<file path="src/rtl/udma_wr_pkg.sv">
package udma_wr_pkg;

  localparam logic [15:0] CRC_POLY = 16'h1021;
  localparam logic [15:0] CRC_SEED = 16'h4ABA;

  typedef enum logic [0:0] {
    ST_IDLE   = 1'b0,
    ST_ACTIVE = 1'b1
  } rx_state_e;

  // One 16-bit word folded into the CRC, most significant bit first.
  function automatic logic [15:0] crc16_word(input logic [15:0] crc_in,
                                             input logic [15:0] word);
    logic [15:0] c;
    logic        fb;
    c = crc_in;
    for (int i = 15; i >= 0; i--) begin
      fb = c[15] ^ word[i];
      c  = {c[14:0], 1'b0};
      if (fb) c = c ^ CRC_POLY;
    end
    return c;
  endfunction

endpackage

</file>
<file path="src/rtl/udma_wr_sync.sv">
module udma_wr_sync #(
  parameter int DW = 16
) (
  input  logic          clk,
  input  logic          rst_n,
  input  logic          strobe_in,
  input  logic          stop_in,
  input  logic [DW-1:0] data_in,
  output logic          edge_o,
  output logic          stop_o,
  output logic [DW-1:0] word_o
);

  logic [2:0]    stb_q, stb_d;
  logic [1:0]    stp_q, stp_d;
  logic [DW-1:0] dat1_q, dat1_d;
  logic [DW-1:0] dat2_q, dat2_d;

  always_comb begin
    stb_d  = {stb_q[1:0], strobe_in};
    stp_d  = {stp_q[0], stop_in};
    dat1_d = data_in;
    dat2_d = dat1_q;
  end

  always_ff @(posedge clk or negedge rst_n) begin
    if (!rst_n) begin
      stb_q  <= '0;
      stp_q  <= '0;
      dat1_q <= '0;
      dat2_q <= '0;
    end else begin
      stb_q  <= stb_d;
      stp_q  <= stp_d;
      dat1_q <= dat1_d;
      dat2_q <= dat2_d;
    end
  end

  // A transition is two successive synchronised samples that differ; the
  // data word synchronised alongside the newer sample is the one reported.
  assign edge_o = stb_q[1] ^ stb_q[2];
  assign stop_o = stp_q[1];
  assign word_o = dat2_q;

  // an edge report is always followed by the strobe holding its new level
  a_r2_edge_settles: assert property (@(posedge clk) disable iff (!rst_n)
    edge_o |=> (stb_q[2] == $past(stb_q[1])));

endmodule

</file>
<file path="src/rtl/udma_wr_fifo.sv">
module udma_wr_fifo #(
  parameter int DW    = 16,
  parameter int DEPTH = 16
) (
  input  logic                     clk,
  input  logic                     rst_n,
  input  logic                     push,
  input  logic [DW-1:0]            push_data,
  input  logic                     pop_ready,
  output logic                     out_valid,
  output logic [DW-1:0]            out_data,
  output logic [$clog2(DEPTH):0]   level,
  output logic                     full
);

  localparam int AW = $clog2(DEPTH);
  localparam int LW = AW + 1;

  logic [DW-1:0] mem [DEPTH];
  logic [AW-1:0] wr_ptr_q, wr_ptr_d;
  logic [AW-1:0] rd_ptr_q, rd_ptr_d;
  logic [LW-1:0] level_q, level_d;
  logic          do_push, do_pop;

  assign full      = (level_q == LW'(DEPTH));
  assign out_valid = (level_q != '0);
  assign out_data  = mem[rd_ptr_q];
  assign level     = level_q;

  assign do_push = push & ~full;
  assign do_pop  = out_valid & pop_ready;

  always_comb begin
    wr_ptr_d = wr_ptr_q;
    rd_ptr_d = rd_ptr_q;
    level_d  = level_q;
    if (do_push) wr_ptr_d = wr_ptr_q + 1'b1;
    if (do_pop)  rd_ptr_d = rd_ptr_q + 1'b1;
    case ({do_push, do_pop})
      2'b10:   level_d = level_q + 1'b1;
      2'b01:   level_d = level_q - 1'b1;
      default: level_d = level_q;
    endcase
  end

  always_ff @(posedge clk or negedge rst_n) begin
    if (!rst_n) begin
      wr_ptr_q <= '0;
      rd_ptr_q <= '0;
      level_q  <= '0;
    end else begin
      wr_ptr_q <= wr_ptr_d;
      rd_ptr_q <= rd_ptr_d;
      level_q  <= level_d;
    end
  end

  always_ff @(posedge clk) begin
    if (do_push) mem[wr_ptr_q] <= push_data;
  end

  // occupancy moves by at most one word per cycle
  a_r9_level_step: assert property (@(posedge clk) disable iff (!rst_n)
    1'b1 |=> ((level_q == $past(level_q)) ||
              (level_q == $past(level_q) + 1'b1) ||
              (level_q + 1'b1 == $past(level_q))));

  // a full FIFO that is not read stays full, whatever is pushed
  a_r8_full_holds: assert property (@(posedge clk) disable iff (!rst_n)
    (full && !pop_ready) |=> full);

endmodule

</file>
<file path="src/rtl/udma_wr_crc.sv">
module udma_wr_crc (
  input  logic        clk,
  input  logic        rst_n,
  input  logic        clear,
  input  logic        en,
  input  logic [15:0] word,
  output logic [15:0] crc_q,
  output logic [15:0] crc_upd
);
  import udma_wr_pkg::*;

  logic [15:0] crc_d;

  assign crc_upd = crc16_word(crc_q, word);

  always_comb begin
    crc_d = crc_q;
    if (clear)   crc_d = CRC_SEED;
    else if (en) crc_d = crc_upd;
  end

  always_ff @(posedge clk or negedge rst_n) begin
    if (!rst_n) crc_q <= CRC_SEED;
    else        crc_q <= crc_d;
  end

  // a clear always leaves the seed in the register
  a_r7_crc_seeded: assert property (@(posedge clk) disable iff (!rst_n)
    clear |=> (crc_q == CRC_SEED));

endmodule

</file>
<file path="src/rtl/udma_wr_rx.sv">
module udma_wr_rx #(
  parameter int DW         = 16,
  parameter int FIFO_DEPTH = 16,
  parameter int CNT_W      = 16,
  parameter int MIN_ROOM   = 4
) (
  input  logic                         clk,
  input  logic                         rst_n,
  input  logic                         burst_en,
  input  logic                         host_strobe,
  input  logic                         host_stop,
  input  logic [DW-1:0]                host_data,
  input  logic [$clog2(FIFO_DEPTH):0]  room_thresh,
  output logic                         dev_ready_n,
  output logic                         out_valid,
  input  logic                         out_ready,
  output logic [DW-1:0]                out_data,
  output logic                         burst_done,
  output logic [15:0]                  burst_crc,
  output logic [CNT_W-1:0]             burst_words,
  output logic                         overflow
);
  import udma_wr_pkg::*;

  localparam int LW = $clog2(FIFO_DEPTH) + 1;
  localparam logic [LW-1:0] DEPTH_L = LW'(FIFO_DEPTH);
  localparam logic [LW-1:0] FLOOR_L = LW'(MIN_ROOM);

  // synchronised host side
  logic          s_edge, s_stop;
  logic [DW-1:0] s_word;

  udma_wr_sync #(.DW(DW)) u_sync (
    .clk       (clk),
    .rst_n     (rst_n),
    .strobe_in (host_strobe),
    .stop_in   (host_stop),
    .data_in   (host_data),
    .edge_o    (s_edge),
    .stop_o    (s_stop),
    .word_o    (s_word)
  );

  // control state
  rx_state_e        state_q, state_d;
  logic             en_q;
  logic             start, capture, push, finish;
  logic [CNT_W-1:0] cnt_q, cnt_d;
  logic             ovf_q, ovf_d;
  logic             done_q, done_d;
  logic [15:0]      dcrc_q, dcrc_d;
  logic [CNT_W-1:0] dcnt_q, dcnt_d;
  logic             fifo_full;
  logic [LW-1:0]    fifo_level;
  logic [LW-1:0]    free_room, eff_thresh;
  logic [15:0]      crc_q, crc_upd;

  assign start   = burst_en & ~en_q & (state_q == ST_IDLE);
  assign capture = (state_q == ST_ACTIVE) & s_edge;
  assign push    = capture & ~fifo_full;
  assign finish  = (state_q == ST_ACTIVE) & s_stop;

  always_comb begin
    state_d = state_q;
    cnt_d   = cnt_q;
    ovf_d   = ovf_q;
    done_d  = 1'b0;
    dcrc_d  = dcrc_q;
    dcnt_d  = dcnt_q;
    if (start) begin
      state_d = ST_ACTIVE;
      cnt_d   = '0;
      ovf_d   = 1'b0;
    end else begin
      if (capture) cnt_d = cnt_q + 1'b1;
      if (capture && fifo_full) ovf_d = 1'b1;
      if (finish) begin
        state_d = ST_IDLE;
        done_d  = 1'b1;
        dcnt_d  = cnt_q + CNT_W'(capture);
        dcrc_d  = capture ? crc_upd : crc_q;
      end
    end
  end

  always_ff @(posedge clk or negedge rst_n) begin
    if (!rst_n) begin
      state_q <= ST_IDLE;
      en_q    <= 1'b0;
      cnt_q   <= '0;
      ovf_q   <= 1'b0;
      done_q  <= 1'b0;
      dcrc_q  <= CRC_SEED;
      dcnt_q  <= '0;
    end else begin
      state_q <= state_d;
      en_q    <= burst_en;
      cnt_q   <= cnt_d;
      ovf_q   <= ovf_d;
      done_q  <= done_d;
      dcrc_q  <= dcrc_d;
      dcnt_q  <= dcnt_d;
    end
  end

  udma_wr_crc u_crc (
    .clk     (clk),
    .rst_n   (rst_n),
    .clear   (start),
    .en      (capture),
    .word    (s_word),
    .crc_q   (crc_q),
    .crc_upd (crc_upd)
  );

  udma_wr_fifo #(.DW(DW), .DEPTH(FIFO_DEPTH)) u_fifo (
    .clk       (clk),
    .rst_n     (rst_n),
    .push      (push),
    .push_data (s_word),
    .pop_ready (out_ready),
    .out_valid (out_valid),
    .out_data  (out_data),
    .level     (fifo_level),
    .full      (fifo_full)
  );

  // flow control toward the host
  assign free_room   = DEPTH_L - fifo_level;
  assign eff_thresh  = (room_thresh < FLOOR_L) ? FLOOR_L : room_thresh;
  assign dev_ready_n = ~((state_q == ST_ACTIVE) && (free_room > eff_thresh));

  assign burst_done  = done_q;
  assign burst_crc   = dcrc_q;
  assign burst_words = dcnt_q;
  assign overflow    = ovf_q;

  // completion only ever follows an active burst
  a_r4_done_after_active: assert property (@(posedge clk) disable iff (!rst_n)
    burst_done |-> ($past(state_q) == ST_ACTIVE));

  // the completion pulse lasts a single cycle
  a_r4_done_single: assert property (@(posedge clk) disable iff (!rst_n)
    burst_done |=> !burst_done);

  // ready toward the host always leaves the minimum headroom
  a_r6_headroom: assert property (@(posedge clk) disable iff (!rst_n)
    !dev_ready_n |-> (free_room > FLOOR_L));

  // overflow persists until a new burst begins
  a_r8_overflow_sticky: assert property (@(posedge clk) disable iff (!rst_n)
    (overflow && !start) |=> overflow);

  // nothing enters the FIFO outside a burst
  a_r5_no_push_idle: assert property (@(posedge clk) disable iff (!rst_n)
    (state_q == ST_IDLE) |-> !push);

endmodule

</file>
<file path="config.mk">
export PLATFORM = sky130hd
export DESIGN_NAME = udma_wr_rx
export DESIGN_NICKNAME = d
export VERILOG_FILES = /design/src/rtl/udma_wr_pkg.sv /design/src/rtl/udma_wr_sync.sv /design/src/rtl/udma_wr_fifo.sv /design/src/rtl/udma_wr_crc.sv /design/src/rtl/udma_wr_rx.sv
export SDC_FILE = /design/constraint.sdc
export NUM_CORES = 1
export LEC_CHECK = 0
export BUFFER_PORTS_ARGS = -buffer_cell sky130_fd_sc_hd__buf_2
export CAP_MARGIN = 5
export CORE_UTILIZATION = 55
export DETAILED_ROUTE_END_ITERATION = 16
export HOLD_SLACK_MARGIN = 0.03
export PLACE_DENSITY_LB_ADDON = 0.12
export SKIP_CTS_REPAIR_TIMING = 1
export SLEW_MARGIN = 20
export SYNTH_ARGS = -nofsm -noshare
export SYNTH_HDL_FRONTEND = slang
export SYNTH_SLANG_ARGS = --single-unit
</file>
<file path="constraint.sdc">
create_clock -name clk -period 4.4 [get_ports clk]
set_clock_uncertainty 0.2 [all_clocks]
set_input_delay 0.44 -clock clk [delete_from_list [all_inputs] [get_ports clk]]
set_output_delay 0.44 -clock clk [all_outputs]
set_load 0.01 [all_outputs]
</file>
# [After elaboration in Yosys (flattened, before gate mapping)]
# Memory sizes are Yosys's and may differ from the RTL's.
# Cells that the tools add are included.
[totals] reg_bits=118 ramBits=256 input_bits=27 out_inout_bits=52 wordCells=111 memories=1
[op_classes] addsub=7 magnitude_cmp=2 n_eq_ne=3 mux=30 bitwise=45 reduce_logical=8
[mem_list] name="u_fifo.mem" depth=16 width=16 read_ports=1 rd_clocked_by_memory_dff=0 write_ports=1 line_no="udma_wr_fifo.sv:19" rtl="logic [DW-1:0] mem [DEPTH];"
[ops] operator="$mux W13" count=16
[ops] operator="$mux W16" count=4
[ops] operator="$not A3 Y3" count=16
[ops] operator="$xor A1 B1 Y1" count=17
[ops] operator="$add A16 B1 Y16" count=1
[ops] operator="$add A16 B1 Y16 const B" count=1
[ops] operator="$pmux W5 S2" count=1
[ops] operator="$add A4 B1 Y4 const B" count=2
[ops] operator="$mux W1" count=8
[ops] operator="$reduce_bool A2 Y1" count=4
[ops] operator="$and A1 B1 Y1" count=7
[ops] operator="$add A5 B1 Y5 const B" count=1
[ops] operator="$eq A5 B5 Y1 const B" count=1
[ops] operator="$gt A5 B5 Y1" count=1
[ops] operator="$lt A5 B3 Y1 const B" count=1
[ops] operator="$mux W5" count=1
[ops] operator="$not A1 Y1" count=5
[ops] operator="$reduce_bool A5 Y1" count=1
[ops] operator="$sub A5 B1 Y5 const B" count=1
[ops] operator="$sub A5 B5 Y5 const A" count=1
[ops] operator="$eq A2 B1 Y1 const B" count=1
[ops] operator="$eq A2 B2 Y1 const B" count=1
[ops] operator="$logic_and A1 B1 Y1" count=2
[ops] operator="$reduce_and A2 Y1" count=1

# [Depth between registers and ports, before layout]
[depth] ltp_word=34 ltp_mapped=15 mapped_depth_nobuf=15

# [By module]
# A second synthesis with hierarchy kept.
[unflattened] cells_unflattened=989 hier_area_um2=15872.7
[by_module_without_submodules] module="udma_wr_fifo" instances=1 cells_each=549 area_per_inst_um2=10882.9 seq_area_each_um2=8012.7
[by_module_without_submodules] module="udma_wr_rx" instances=1 cells_each=276 area_per_inst_um2=2690.1 seq_area_each_um2=1311.3
[by_module_without_submodules] module="udma_wr_crc" instances=1 cells_each=126 area_per_inst_um2=1365.1 seq_area_each_um2=410.4
[by_module_without_submodules] module="udma_wr_sync" instances=1 cells_each=38 area_per_inst_um2=934.6 seq_area_each_um2=925.9

# [Least setup slack after synthesis]
# Ideal clock, no wire load.
[synth_timing] path_type="register to register" from="reg u_fifo.level_q[0], in the netlist u_fifo.level[0]" to="mem u_fifo.mem[0][0] (enable)" setup_ns=0.430 arrival_time_ns=3.117 required_time_ns=3.770 slack_ns=0.653 stages_incl_launch_ff=8 n_path_buf=0 period_less_slack_ns=3.747 cell_sequence="dfrtp_1 -> inv_1 -> ha_1 -> nor3b_1 -> ha_1 -> nor2_1 -> inv_1 -> nor4_1"
[synth_via] elab_chain_cells=6
[synth_lines] item="start: declaration" line_no="udma_wr_fifo.sv:22" rtl="logic [LW-1:0] level_q, level_d;"
[synth_lines] item="start signal: assignment" line_no="udma_wr_fifo.sv:54" rtl="level_q <= level_d;"
[synth_lines] item="$eq A5 B5 Y1 *" line_no="udma_wr_fifo.sv:25" rtl="assign full = (level_q == LW'(DEPTH));"
[synth_lines] item="$not A1 Y1 *" line_no="udma_wr_fifo.sv:30, udma_wr_rx.sv:60"
[synth_lines] item="$and A1 B1 Y1" line_no="udma_wr_rx.sv:60" rtl="assign push = capture & ~fifo_full;"
[synth_lines] item="$and A1 B1 Y1 *" line_no="udma_wr_fifo.sv:30" rtl="assign do_push = push & ~full;"
[synth_lines] item="$mux W1 *" line_no="udma_wr_fifo.sv:59" rtl="if (do_push) mem[wr_ptr_q] <= push_data;"
[synth_lines] item="$mux W1 (implied by the code) *" line_no="udma_wr_fifo.sv:59"
[synth_lines] item="end: declaration" line_no="udma_wr_fifo.sv:19"
# Every way passes the cells marked *; elsewhere a longest branch is shown, timed or not.

# [Worst setup path after layout]
[layout_timing] from="reg u_fifo.level_q[0], in the netlist u_fifo.level[0]" to="reg u_fifo.level_q[4], in the netlist u_fifo.level[4]"
[layout_via] elab_chain_cells=6 word_cells_on_any_way=12 classes_between="add/sub (2); eq/ne (3); mux (1); bitwise (4); reduce/logical (2)"
[layout_lines] item="$eq A5 B5 Y1" line_no="udma_wr_fifo.sv:25"
[layout_lines] item="$not A1 Y1" line_no="udma_wr_fifo.sv:30, udma_wr_rx.sv:60"
[layout_lines] item="$and A1 B1 Y1" line_no="udma_wr_rx.sv:60"
[layout_lines] item="$and A1 B1 Y1" line_no="udma_wr_fifo.sv:30"
[layout_lines] item="$eq A2 B1 Y1 or $eq A2 B2 Y1 (tied branches)" line_no="udma_wr_fifo.sv:39" rtl="case ({do_push, do_pop})"
[layout_lines] item="$pmux W5 S2 or $reduce_bool A2 Y1 (tied branches)"
# Several ways; a longest one is shown, not always the timed one.
# A chain may end at the register's enable or synchronous reset.

==> impl_metrics.json <==
{
  "status": "finished clean",
  "dr.pass1.iters": 5,
  "tns_ns": 0,
  "reg2reg_depth": 15,
  "portBuffers": 78,
  "synth_top_area_cell": "edfxtp_1",
  "numCtsBuffers": 39,
  "crit_path_max_fanout": 9,
  "synth_common_cells": "edfxtp_1 (256), dfrtp_1 (102), mux4_2 (80), nand2_1 (61), xnor2_1 (45)",
  "wl_per_cell_um": 22.3,
  "final.min_clock_period_ns": 3.56,
  "crit_type": "reg -> reg",
  "routed_wl_um": 29800,
  "worstReg2RegEnd": "u_fifo.level[4]",
  "cap_violations": 0,
  "fp.dieW_um": 168,
  "syn_area_mm2": 0.0151,
  "dieHeight_um": 168,
  "setup_ws_ns": 0.843,
  "cp_top_family": "adder cells",
  "via_per_inst": 5.75,
  "synth.most_common_cell": "edfxtp_1",
  "cpMostUsedCell": "inv_1",
  "grt_use_total_pct": 22.4,
  "place_ws_ns": 0.902,
  "synth_ff_type": "edfxtp_1",
  "finalHoldViolations": 0,
  "cp_cell_sequence": "inv_1 > ha_1 > nor3b_1 > ha_1 > nor2_1 > inv_1 > ha_1 > inv_1 > fa_1 > inv_1 > a21o_1 > a21oi_1 > xnor2_1 > nor2_1 > xnor2_1",
  "tightest_slew_ns": 1.12,
  "p_leak_uw": 0.00643,
  "ys_types": 44,
  "route.detailed.drc": 0,
  "rr_startpoint": "u_fifo.level[0]",
  "die_area_mm2": 0.0281,
  "cp-end-kind": "register",
  "final_cells": 1340,
  "antenna_found_initial": 0,
  "first_global_vias": 8149,
  "clk_pin_slew_worst_paths_ns": 0.06,
  "vias": 7707,
  "ios": 79,
  "cts_num_sinks": 374,
  "overflow": 0,
  "rsz0062_at_grt": "no",
  "finalNetCount": 1020,
  "dpl_cell_area_mm2": 0.0160,
  "synth_area_leaders": "edfxtp_1 (51%), dfrtp_1 (17%), mux4_2 (12%)",
  "synth.top_cell.area_share_pct": 51.0,
  "ir_worst_vdd_mv": 0.448,
  "clock_path_buffers": 3,
  "grt_max_degree": 63,
  "worstPathArrival_ns": 3.76,
  "worstHoldPathCells": 0,
  "path_buf_inv": 4,
  "critPathMaxStageDelay_ns": 0.45,
  "synth_edf_count": 256,
  "drive_gt1_share_pct": 27.6,
  "min_from": "u_sync.stb_q[0]",
  "n_antenna_cell": 0,
  "synthCells": 847,
  "critical_path_required_ns": 4.61,
  "cpMaxStageDelayCell": "nor2_1",
  "powerDensity_mw_per_mm2": 633,
  "ys_seq_elements": 374,
  "synth_async_sr_flop_share_pct": 31.6,
  "start_kind": "register",
  "core_region_area_mm2": 0.0270,
  "synth_fp_nets": 895,
  "area_growth_pct": 15.3,
  "fin_crit_sh_pct": 80.9,
  "grt_pass1_wl_um": 46900,
  "cts_tree": "done",
  "setup_viol": 0,
  "final_cell_area_mm2": 0.0174,
  "dp_hpwl_um": 18100,
  "gp_congestion": 0.809,
  "reg2reg_slack_ns": 0.84,
  "cts-root-buf": "clkbuf_16",
  "clock_latency_ns": 0.52,
  "yosys_warnings": 0,
  "placed_cells": 1252,
  "drtAntennaViolNets": 0,
  "slew_headroom_pct": 25.5,
  "synth_area_per_cell_um2": 17.8,
  "h-tree-depth": 2,
  "fmax_mhz": 281,
  "min_path_type": "reg -> reg",
  "drtIter0Drc": 509,
  "report.final.slew_viol_count": 0,
  "min_to": "u_sync.stb_q[1]",
  "rows": 60,
  "start_util_pct": 56.0,
  "ys_seq_area_share_pct": 70.7
}
where the power goes:
part | switching [uW] | internal, uW | leakage [uW]
Clock | 1260 | 1800 | 0.000588
Sequential | 405 | 4130 | 0.00376
Combinational | 1590 | 1840 | 0.00209
state kept, by name (all words and copies together), names as in the netlist, 3 cells and up:
name             flops
burst_crc           16
burst_words         16
cnt_q               16
u_crc.crc_q         16
u_fifo.level         5
u_fifo.mem         256
u_fifo.rd_ptr_q      4
u_fifo.wr_ptr_q      4
u_sync.dat1_q       16
u_sync.stb_q         3
u_sync.word_o       16
worst max path at each step:
stage,end,startpoint,cells past startpoint,slack (ns)
after CTS,out_data[12],u_fifo.rd_ptr_q[0],4,0.81
after global routing,u_fifo.level[4],u_fifo.level[0],15,0.62
after floorplan,u_fifo.mem[0][0],u_fifo.level[0],7,0.65
after detailed placement,u_fifo.level[4],u_fifo.level[0],15,0.90
after global placement,u_fifo.level[4],u_fifo.level[0],15,1.08
final,u_fifo.level[4],u_fifo.level[0],15,0.84
area by class of cell:
type | instances | area (um2)
fill | 1863 | 9560
sequential | 374 | 10700
clock buffer | 56 | 1140
clock inverter | 12 | 53.8
multi-input combinational | 415 | 4250
tap | 341 | 427
timing repair buffer | 122 | 786
inverter | 20 | 75.1
stage by stage:
step	power (uW)	util (%)	hold slack (ns)
final	11000	64.5	0.147
after global routing	11500	64.5	0.152
after CTS	11100	63.8	-0.191
after detailed placement	8050	59.4	0.136
after global placement	7930	59.4	0.132
after floorplan	7090	-	-0.0556
cells by family after synthesis:
kind of cell	Yosys count	synth area share, %
flops	374	70.7
simple gates	154	4.64
mux	89	12.6
xor+xnor	86	6.52
compound gates	65	2.31
buf+inv	58	1.50
fa+ha+maj	21	1.79
layout by cell type, fill, tap and decap left out, types with 16 or more instances in the layout:
cell / count
buf_2: 77
buf_4: 24
clkbuf_16: 41
dfrtp_1: 100
dfstp_2: 16
dlygate4sd3_1: 20
edfxtp_1: 256
ha_1: 20
inv_1: 20
mux4_2: 80
nand2_1: 60
nor2_1: 37
o21ai_0: 42
xnor2_1: 45
xor2_1: 25
metal layers:
metal  GRT usage (%)  part of all wire, %  up-vias
li1                -                    -     3447
met1            30.5                   42     4016
met2            38.4                   51      194
met3            3.12                  4.1       50
met4            5.74                  2.2        0
met5               0                    0        -
(Power assumes the default switching activity.)
